[src/rtl/spi_core_pkg.sv]
package spi_core_pkg;
  typedef enum logic [2:0] {
    ST_IDLE  = 3'd0,
    ST_LOAD  = 3'd1,
    ST_SHIFT = 3'd2,
    ST_PUSH  = 3'd3,
    ST_DONE  = 3'd4
  } xfer_state_t;
endpackage

[src/rtl/spi_prescale.sv]
module spi_prescale #(
  parameter int DIV_W = 8
) (
  input  logic             clk,
  input  logic             rst,
  input  logic             run,
  input  logic [DIV_W-1:0] div,
  output logic             tick
);
  logic [DIV_W-1:0] cnt_q;

  always_ff @(posedge clk) begin
    if (rst || !run) begin
      cnt_q <= '0;
    end else if (cnt_q == div) begin
      cnt_q <= '0;
    end else begin
      cnt_q <= cnt_q + DIV_W'(1);
    end
  end

  assign tick = run && (cnt_q == div);

  // with a divider above zero, two ticks never land on adjacent cycles
  p_tick_gap_r2: assert property (@(posedge clk) disable iff (rst)
    (tick && div != '0 && run) |=> !tick);
endmodule

[src/rtl/spi_shifter.sv]
module spi_shifter #(
  parameter int DW    = 8,
  parameter int LEN_W = 4
) (
  input  logic             clk,
  input  logic             rst,
  input  logic             load,
  input  logic [DW-1:0]    load_word,
  input  logic             tx_en,
  input  logic             rx_en,
  input  logic             sdi,
  input  logic [LEN_W-1:0] len,
  output logic             sdo_bit,
  output logic [DW-1:0]    rx_word
);
  logic [DW-1:0] tx_q;
  logic [DW-1:0] rx_q;

  always_ff @(posedge clk) begin
    if (rst) begin
      tx_q <= '0;
      rx_q <= '0;
    end else if (load) begin
      tx_q <= load_word;
      rx_q <= '0;
    end else begin
      if (tx_en) tx_q <= {tx_q[DW-2:0], 1'b0};
      if (rx_en) rx_q <= {rx_q[DW-2:0], sdi};
    end
  end

  // the outgoing bit sits at position len-1 of the transmit register
  always_comb begin
    sdo_bit = 1'b0;
    for (int i = 0; i < DW; i++) begin
      if (i == int'(len) - 1) sdo_bit = tx_q[i];
    end
  end

  assign rx_word = rx_q;

  // a freshly loaded word starts with an empty receive register
  p_rx_clear_r8: assert property (@(posedge clk) disable iff (rst)
    load |=> rx_q == '0);
endmodule

[src/rtl/spi_shift_core.sv]
module spi_shift_core
  import spi_core_pkg::*;
#(
  parameter int DATA_WIDTH = 8,
  parameter int CNT_W      = 8,
  parameter int DIV_W      = 8,
  localparam int LEN_W     = $clog2(DATA_WIDTH + 1)
) (
  input  logic                  clk,
  input  logic                  rst,
  input  logic                  start,
  input  logic                  cmd_rd,
  input  logic                  cmd_wr,
  input  logic [CNT_W-1:0]      cmd_count,
  input  logic                  cfg_cpol,
  input  logic                  cfg_cpha,
  input  logic [DIV_W-1:0]      cfg_div,
  input  logic [LEN_W-1:0]      cfg_len,
  input  logic [DATA_WIDTH-1:0] tx_data,
  input  logic                  tx_valid,
  output logic                  tx_ready,
  output logic [DATA_WIDTH-1:0] rx_data,
  output logic                  rx_valid,
  input  logic                  rx_ready,
  output logic                  sclk,
  output logic                  sdo,
  output logic                  sdo_t,
  input  logic                  sdi,
  output logic                  busy,
  output logic                  done
);
  localparam int EDGE_W = LEN_W + 1;

  xfer_state_t      state_q;
  logic             rd_q, wr_q, cpha_q, sclk_q;
  logic [CNT_W-1:0] cnt_q;
  logic [LEN_W-1:0] len_q, len_eff;
  logic [DIV_W-1:0] div_q;
  logic [EDGE_W-1:0] edge_q, edge_last;
  logic             tick, sample_ev, change_ev, load_ev, push_ok, drive_on, sdo_bit;

  assign len_eff   = (cfg_len == '0 || cfg_len > LEN_W'(DATA_WIDTH)) ? LEN_W'(DATA_WIDTH) : cfg_len;
  assign edge_last = {len_q, 1'b0} - EDGE_W'(1);

  spi_prescale #(.DIV_W(DIV_W)) u_prescale (
    .clk (clk),
    .rst (rst),
    .run (state_q == ST_SHIFT),
    .div (div_q),
    .tick(tick)
  );

  assign sample_ev = tick && (edge_q[0] != cpha_q);
  assign change_ev = tick && (edge_q[0] == cpha_q) && (edge_q != '0);
  assign load_ev   = (state_q == ST_LOAD) && (!wr_q || tx_valid);
  assign push_ok   = (state_q == ST_PUSH) && (!rd_q || rx_ready);

  spi_shifter #(.DW(DATA_WIDTH), .LEN_W(LEN_W)) u_shifter (
    .clk      (clk),
    .rst      (rst),
    .load     (load_ev),
    .load_word(wr_q ? tx_data : '0),
    .tx_en    (change_ev),
    .rx_en    (sample_ev),
    .sdi      (sdi),
    .len      (len_q),
    .sdo_bit  (sdo_bit),
    .rx_word  (rx_data)
  );

  always_ff @(posedge clk) begin
    if (rst) begin
      state_q <= ST_IDLE;
      rd_q    <= 1'b0;
      wr_q    <= 1'b0;
      cpha_q  <= 1'b0;
      sclk_q  <= 1'b0;
      cnt_q   <= '0;
      len_q   <= LEN_W'(DATA_WIDTH);
      div_q   <= '0;
      edge_q  <= '0;
    end else begin
      case (state_q)
        ST_IDLE: begin
          sclk_q <= cfg_cpol;
          if (start) begin
            rd_q    <= cmd_rd;
            wr_q    <= cmd_wr;
            cnt_q   <= cmd_count;
            cpha_q  <= cfg_cpha;
            div_q   <= cfg_div;
            len_q   <= len_eff;
            state_q <= ST_LOAD;
          end
        end
        ST_LOAD: begin
          edge_q <= '0;
          if (load_ev) state_q <= ST_SHIFT;
        end
        ST_SHIFT: begin
          if (tick) begin
            sclk_q <= ~sclk_q;
            edge_q <= edge_q + EDGE_W'(1);
            if (edge_q == edge_last) state_q <= ST_PUSH;
          end
        end
        ST_PUSH: begin
          if (push_ok) begin
            if (cnt_q == '0) begin
              state_q <= ST_DONE;
            end else begin
              cnt_q   <= cnt_q - CNT_W'(1);
              state_q <= ST_LOAD;
            end
          end
        end
        default: state_q <= ST_IDLE;
      endcase
    end
  end

  assign drive_on = wr_q && (state_q == ST_LOAD || state_q == ST_SHIFT || state_q == ST_PUSH);
  assign tx_ready = (state_q == ST_LOAD) && wr_q;
  assign rx_valid = (state_q == ST_PUSH) && rd_q;
  assign sclk     = sclk_q;
  assign sdo_t    = ~drive_on;
  assign sdo      = drive_on & sdo_bit;
  assign busy     = (state_q != ST_IDLE);
  assign done     = (state_q == ST_DONE);

  // a finished word leaves SCLK at its idle level
  p_word_idle_r3: assert property (@(posedge clk) disable iff (rst)
    (state_q == ST_PUSH) |-> sclk == cfg_cpol);

  // no SCLK movement while waiting on either stream
  p_stall_sclk_r7: assert property (@(posedge clk) disable iff (rst)
    (state_q == ST_LOAD || state_q == ST_PUSH) |=> $stable(sclk));

  // an unaccepted read word holds steady
  p_rx_hold_r7: assert property (@(posedge clk) disable iff (rst)
    (rx_valid && !rx_ready) |=> rx_valid && $stable(rx_data));

  // output enable released whenever the core is idle
  p_sdo_t_idle_r5: assert property (@(posedge clk) disable iff (rst)
    !busy |-> sdo_t && !sdo);

  // done is a single-cycle pulse followed by idle
  p_done_pulse_r1: assert property (@(posedge clk) disable iff (rst)
    done |=> !done && !busy);

  // a start during a word does not disturb the latched command
  p_start_ignored_r10: assert property (@(posedge clk) disable iff (rst)
    (start && state_q == ST_SHIFT) |=> $stable(rd_q) && $stable(wr_q) && $stable(len_q));
endmodule

[config.mk]
export PLATFORM = sky130hd
export DESIGN_NAME = spi_shift_core
export DESIGN_NICKNAME = d
export VERILOG_FILES = /design/src/rtl/spi_core_pkg.sv /design/src/rtl/spi_prescale.sv /design/src/rtl/spi_shifter.sv /design/src/rtl/spi_shift_core.sv
export SDC_FILE = /design/constraint.sdc
export NUM_CORES = 1
export LEC_CHECK = 0
export BUFFER_PORTS_ARGS = -buffer_cell sky130_fd_sc_hd__buf_4
export CORE_MARGIN = 1.5
export CORE_UTILIZATION = 30
export DETAILED_ROUTE_END_ITERATION = 7
export GPL_TIMING_DRIVEN = 0
export MAX_ROUTING_LAYER = met4
export PLACE_DENSITY = 0.44
export SETUP_SLACK_MARGIN = 0.3
export SYNTH_ARGS = -nofsm -noshare
export SYNTH_HDL_FRONTEND = slang
export SYNTH_SLANG_ARGS = --single-unit
export TNS_END_PERCENT = 50
[constraint.sdc]
create_clock -name clk -period 4.6 [get_ports clk]
set_input_delay 1.38 -clock clk [delete_from_list [all_inputs] [get_ports clk]]
set_output_delay 1.38 -clock clk [all_outputs]
set_load 0.02 [all_outputs]
==> results.tsv <==
stage	metric	value	unit
synthesis	synthDistinctLibCells	53	
sta	max_freq	252.8	MHz
final_layout	finish.instance_area	0.003558	mm2
pwr	powerDensity	452.8	mW/mm2
sta	setup-violations-final	0	
synthesis	syn_area	0.002924	mm2
placed_design	place_area	0.003468	mm2
critical_path	cpPeakStageDelay	0.60	ns
sta	max-slew-margin-rel	44.92	%
final_layout	final_cell_mix	56 x dfxtp_1, 52 x buf_4, 47 x nand2_1, 36 x a21oi_1, 34 x nor2_1	
sta	fin_tns_setup	0	ns
final_layout	area_growth	21.69	%
sta	timing.final.crit_share	85.99	%
clock_network	clockBufferDepth	2	
critical_path	crit_chain	inv_1, ha_1, xnor2_1, mux4_1, o21ai_0, a2111oi_1, buf_4	
pwr	p_leak	0.001550	uW
synthesis	ys_ff_latch	56	
detailed_routing	drtIter0Drc	80	
detailed_routing	dr_total_vias	2570	
critical_path	cp.buffers_inverters	2	
clock_network	cts_sinks	56	
sta	hold_viol	0	
final_layout	antenna_cells	0	
grt	gr-usage-all-layers	16.14	%
synthesis	ys_seq_area_share	38.34	%
detailed_routing	ant_nets	0	
floorplan	start_util	31.35	%
synthesis	syn_avg_cell_area	8.427	um2
hold_path	min-delay-start	div_q[7]	
synthesis	async_flop_share	0	%
synthesis	syn-num-nets	394	
synthesis	synth_edf_count	0	
final_layout	nNetsFinal	452	
hold_path	hold_path_end	div_q[7]	
floorplan	core_region_area	0.009328	mm2
synthesis	synth.yosys.warnings	0	
floorplan	pin_count	53	
floorplan	row_count	35	
synthesis	synth_flop_cell	dfxtp_1	
clock_network	htree_levels	2	
critical_path	timing.rr.end	cnt_q[1]	
critical_path	r2r-start	cnt_q[0]	
grt	grt_pass1_wl	12470	um
critical_path	worstRegToRegCells	7	
critical_path	crit_path_start_kind	flip-flop	
critical_path	cp_top_family	multiplexers	
final_layout	final_common_cell	dfxtp_1	
sta	worst_pin_slew	0.8244	ns
floorplan	die_w	101.7	um
grt	grt_max_degree	18	
sta	skew	0.009305	ns
placed_design	post-dp-hpwl	5572	um
floorplan	die_y	101.7	um
clock_network	cts_tree	yes	
clock_network	postCtsSetupBuffers	0	
clock_network	cts.clk_slew.worst_paths	0.10	ns
grt	grt_pass1_vias	2491	
detailed_routing	wl_per_cell	14.19	um
clock_network	numCtsBuffers	5	
clock_network	root_buffer	clkbuf_8	
synthesis	syn_inst	347	
sta	slew_violations	0	
critical_path	critPathCaptureType	output port	
clock_network	clock_latency	0.32	ns
final_layout	drive_gt1_share	18.97	%
sta	period_needed	3.955	ns
detailed_routing	route.detailed.drc	0	
hold_path	hp-class	reg -> reg	
grt	grt.overflow.total	0	
critical_path	arrival	2.58	ns
detailed_routing	via_per_inst	4.804	
critical_path	path_max_fanout	6	
placed_design	io_buffers	51	
critical_path	worstSetupPathType	reg -> out	
detailed_routing	wirelength	7593	um
critical_path	slowest_stage	mux4_1	
floorplan	dieArea	0.01035	mm2
critical_path	cp.required	3.22	ns
sta	rsz0062_at_grt	no	
detailed_routing	firstDrtPassIters	4	
grt	antenna_found_initial	0	
placed_design	place.gp.congestion	0.7711	
outcome	outcome	complete, no violations	
pwr	vdd.ir_drop.worst	0.0001598	V
job	cap_violations	0	
critical_path	reg2reg_slack	2.27	ns
hold_path	whs_path_depth	2	
## Yosys cell counts, types with 3 or more instances
master    count  area [um2]
ha_1          9       112.6
or3_1         6       37.54
clkbuf_1     10       37.54
dfxtp_1      56        1121
xnor2_1       6       52.55
nor2_1       34       127.6
inv_1        10       37.54
a21oi_1      36       180.2
nand2b_1      3       18.77
nand3b_1      5       37.54
xor2_1       17       148.9
o21ai_0      11       55.05
nor3_1        9       45.04
nand3_1       9       45.04
and2_1        3       18.77
buf_2         5       25.02
a211oi_1      9       67.56
mux2i_1      17       170.2
nand2_1      47       176.4
## kinds of logic after synthesis
kind of cell / after synthesis / synth area share [%]
mux: 18 / 6.718
fa+ha+maj: 9 / 3.851
simple gates: 140 / 24.86
xor+xnor: 23 / 6.889
compound gates: 74 / 15.49
flops: 56 / 38.34
buf+inv: 27 / 3.851
## timing repair
action                     in CTS  in global routing
hold buffers                    0                  0
gates resized for setup         0                  1
setup endpoints to repair       0                  1
## stage by stage
stage	utilization (%)	worst slack, ns	cells	total power, uW	hold WS [ns]
CTS	38.14	0.5486	535	1626	0.4768
finish	38.15	0.6446	535	1611	0.4739
floorplan	-	0.7683	347	1131	0.4359
global placement	37.18	0.8296	527	1334	0.4564
global route	38.15	0.3908	535	1738	0.4985
detailed placement	37.18	0.9295	527	1336	0.4615
## routing by layer
metal  share of wire, %  routed length (um)  up-vias  GRT usage, %
met5                  0                   0        -             -
met4               0.90                  68        0         3.846
met3                4.3                 324        8         2.830
met2                 43                3252       47         23.08
met1                 52                3947     1187         23.42
li1                   -                   -     1328             -
## how the worst max path moves through the flow
stage          startpoint   to  cells past startpoint
3_3_place_gp     len_q[0]  sdo                      7
6_report         len_q[0]  sdo                      7
2_1_floorplan    len_q[0]  sdo                      6
5_1_grt          len_q[0]  sdo                      7
3_5_place_dp     len_q[0]  sdo                      7
4_1_cts          len_q[0]  sdo                      7
## sequential cells by signal, summed over array words and instances, names as in the netlist
signal             flops
cnt_q                  8
div_q                  8
u_prescale.cnt_q       8
u_shifter.rx_word      8
u_shifter.tx_q         8
edge_q                 5
len_q                  4
state_q                3
cpha_q                 1
rd_q                   1
sclk                   1
wr_q                   1
## power breakdown
part	switching (uW)	total, uW	internal (uW)
clock	179	289	109
combinational	411	676	265
sequential	76.2	647	570
total	667	1610	945
## cell type report
class / instances / area (um2)
flip-flops and latches: 56 / 1121
multi-input cells: 264 / 1692
plain buffers: 17 / 75.07
inverters: 10 / 37.54
well taps: 129 / 161.4
fillers: 1016 / 5769
clock inverters: 2 / 16.27
repair buffers: 51 / 382.9
clock buffers: 6 / 72.57
## worst register-to-register path: cells and delay by family, from the launching register on
kind,cells,cell delay [ns]
fa+ha+maj,1,0.19
compound gates,4,0.91
flops,1,0.35
buf+inv,1,0.10
simple gates,1,0.69
Note: power is estimated with default switching activity, not from simulation.
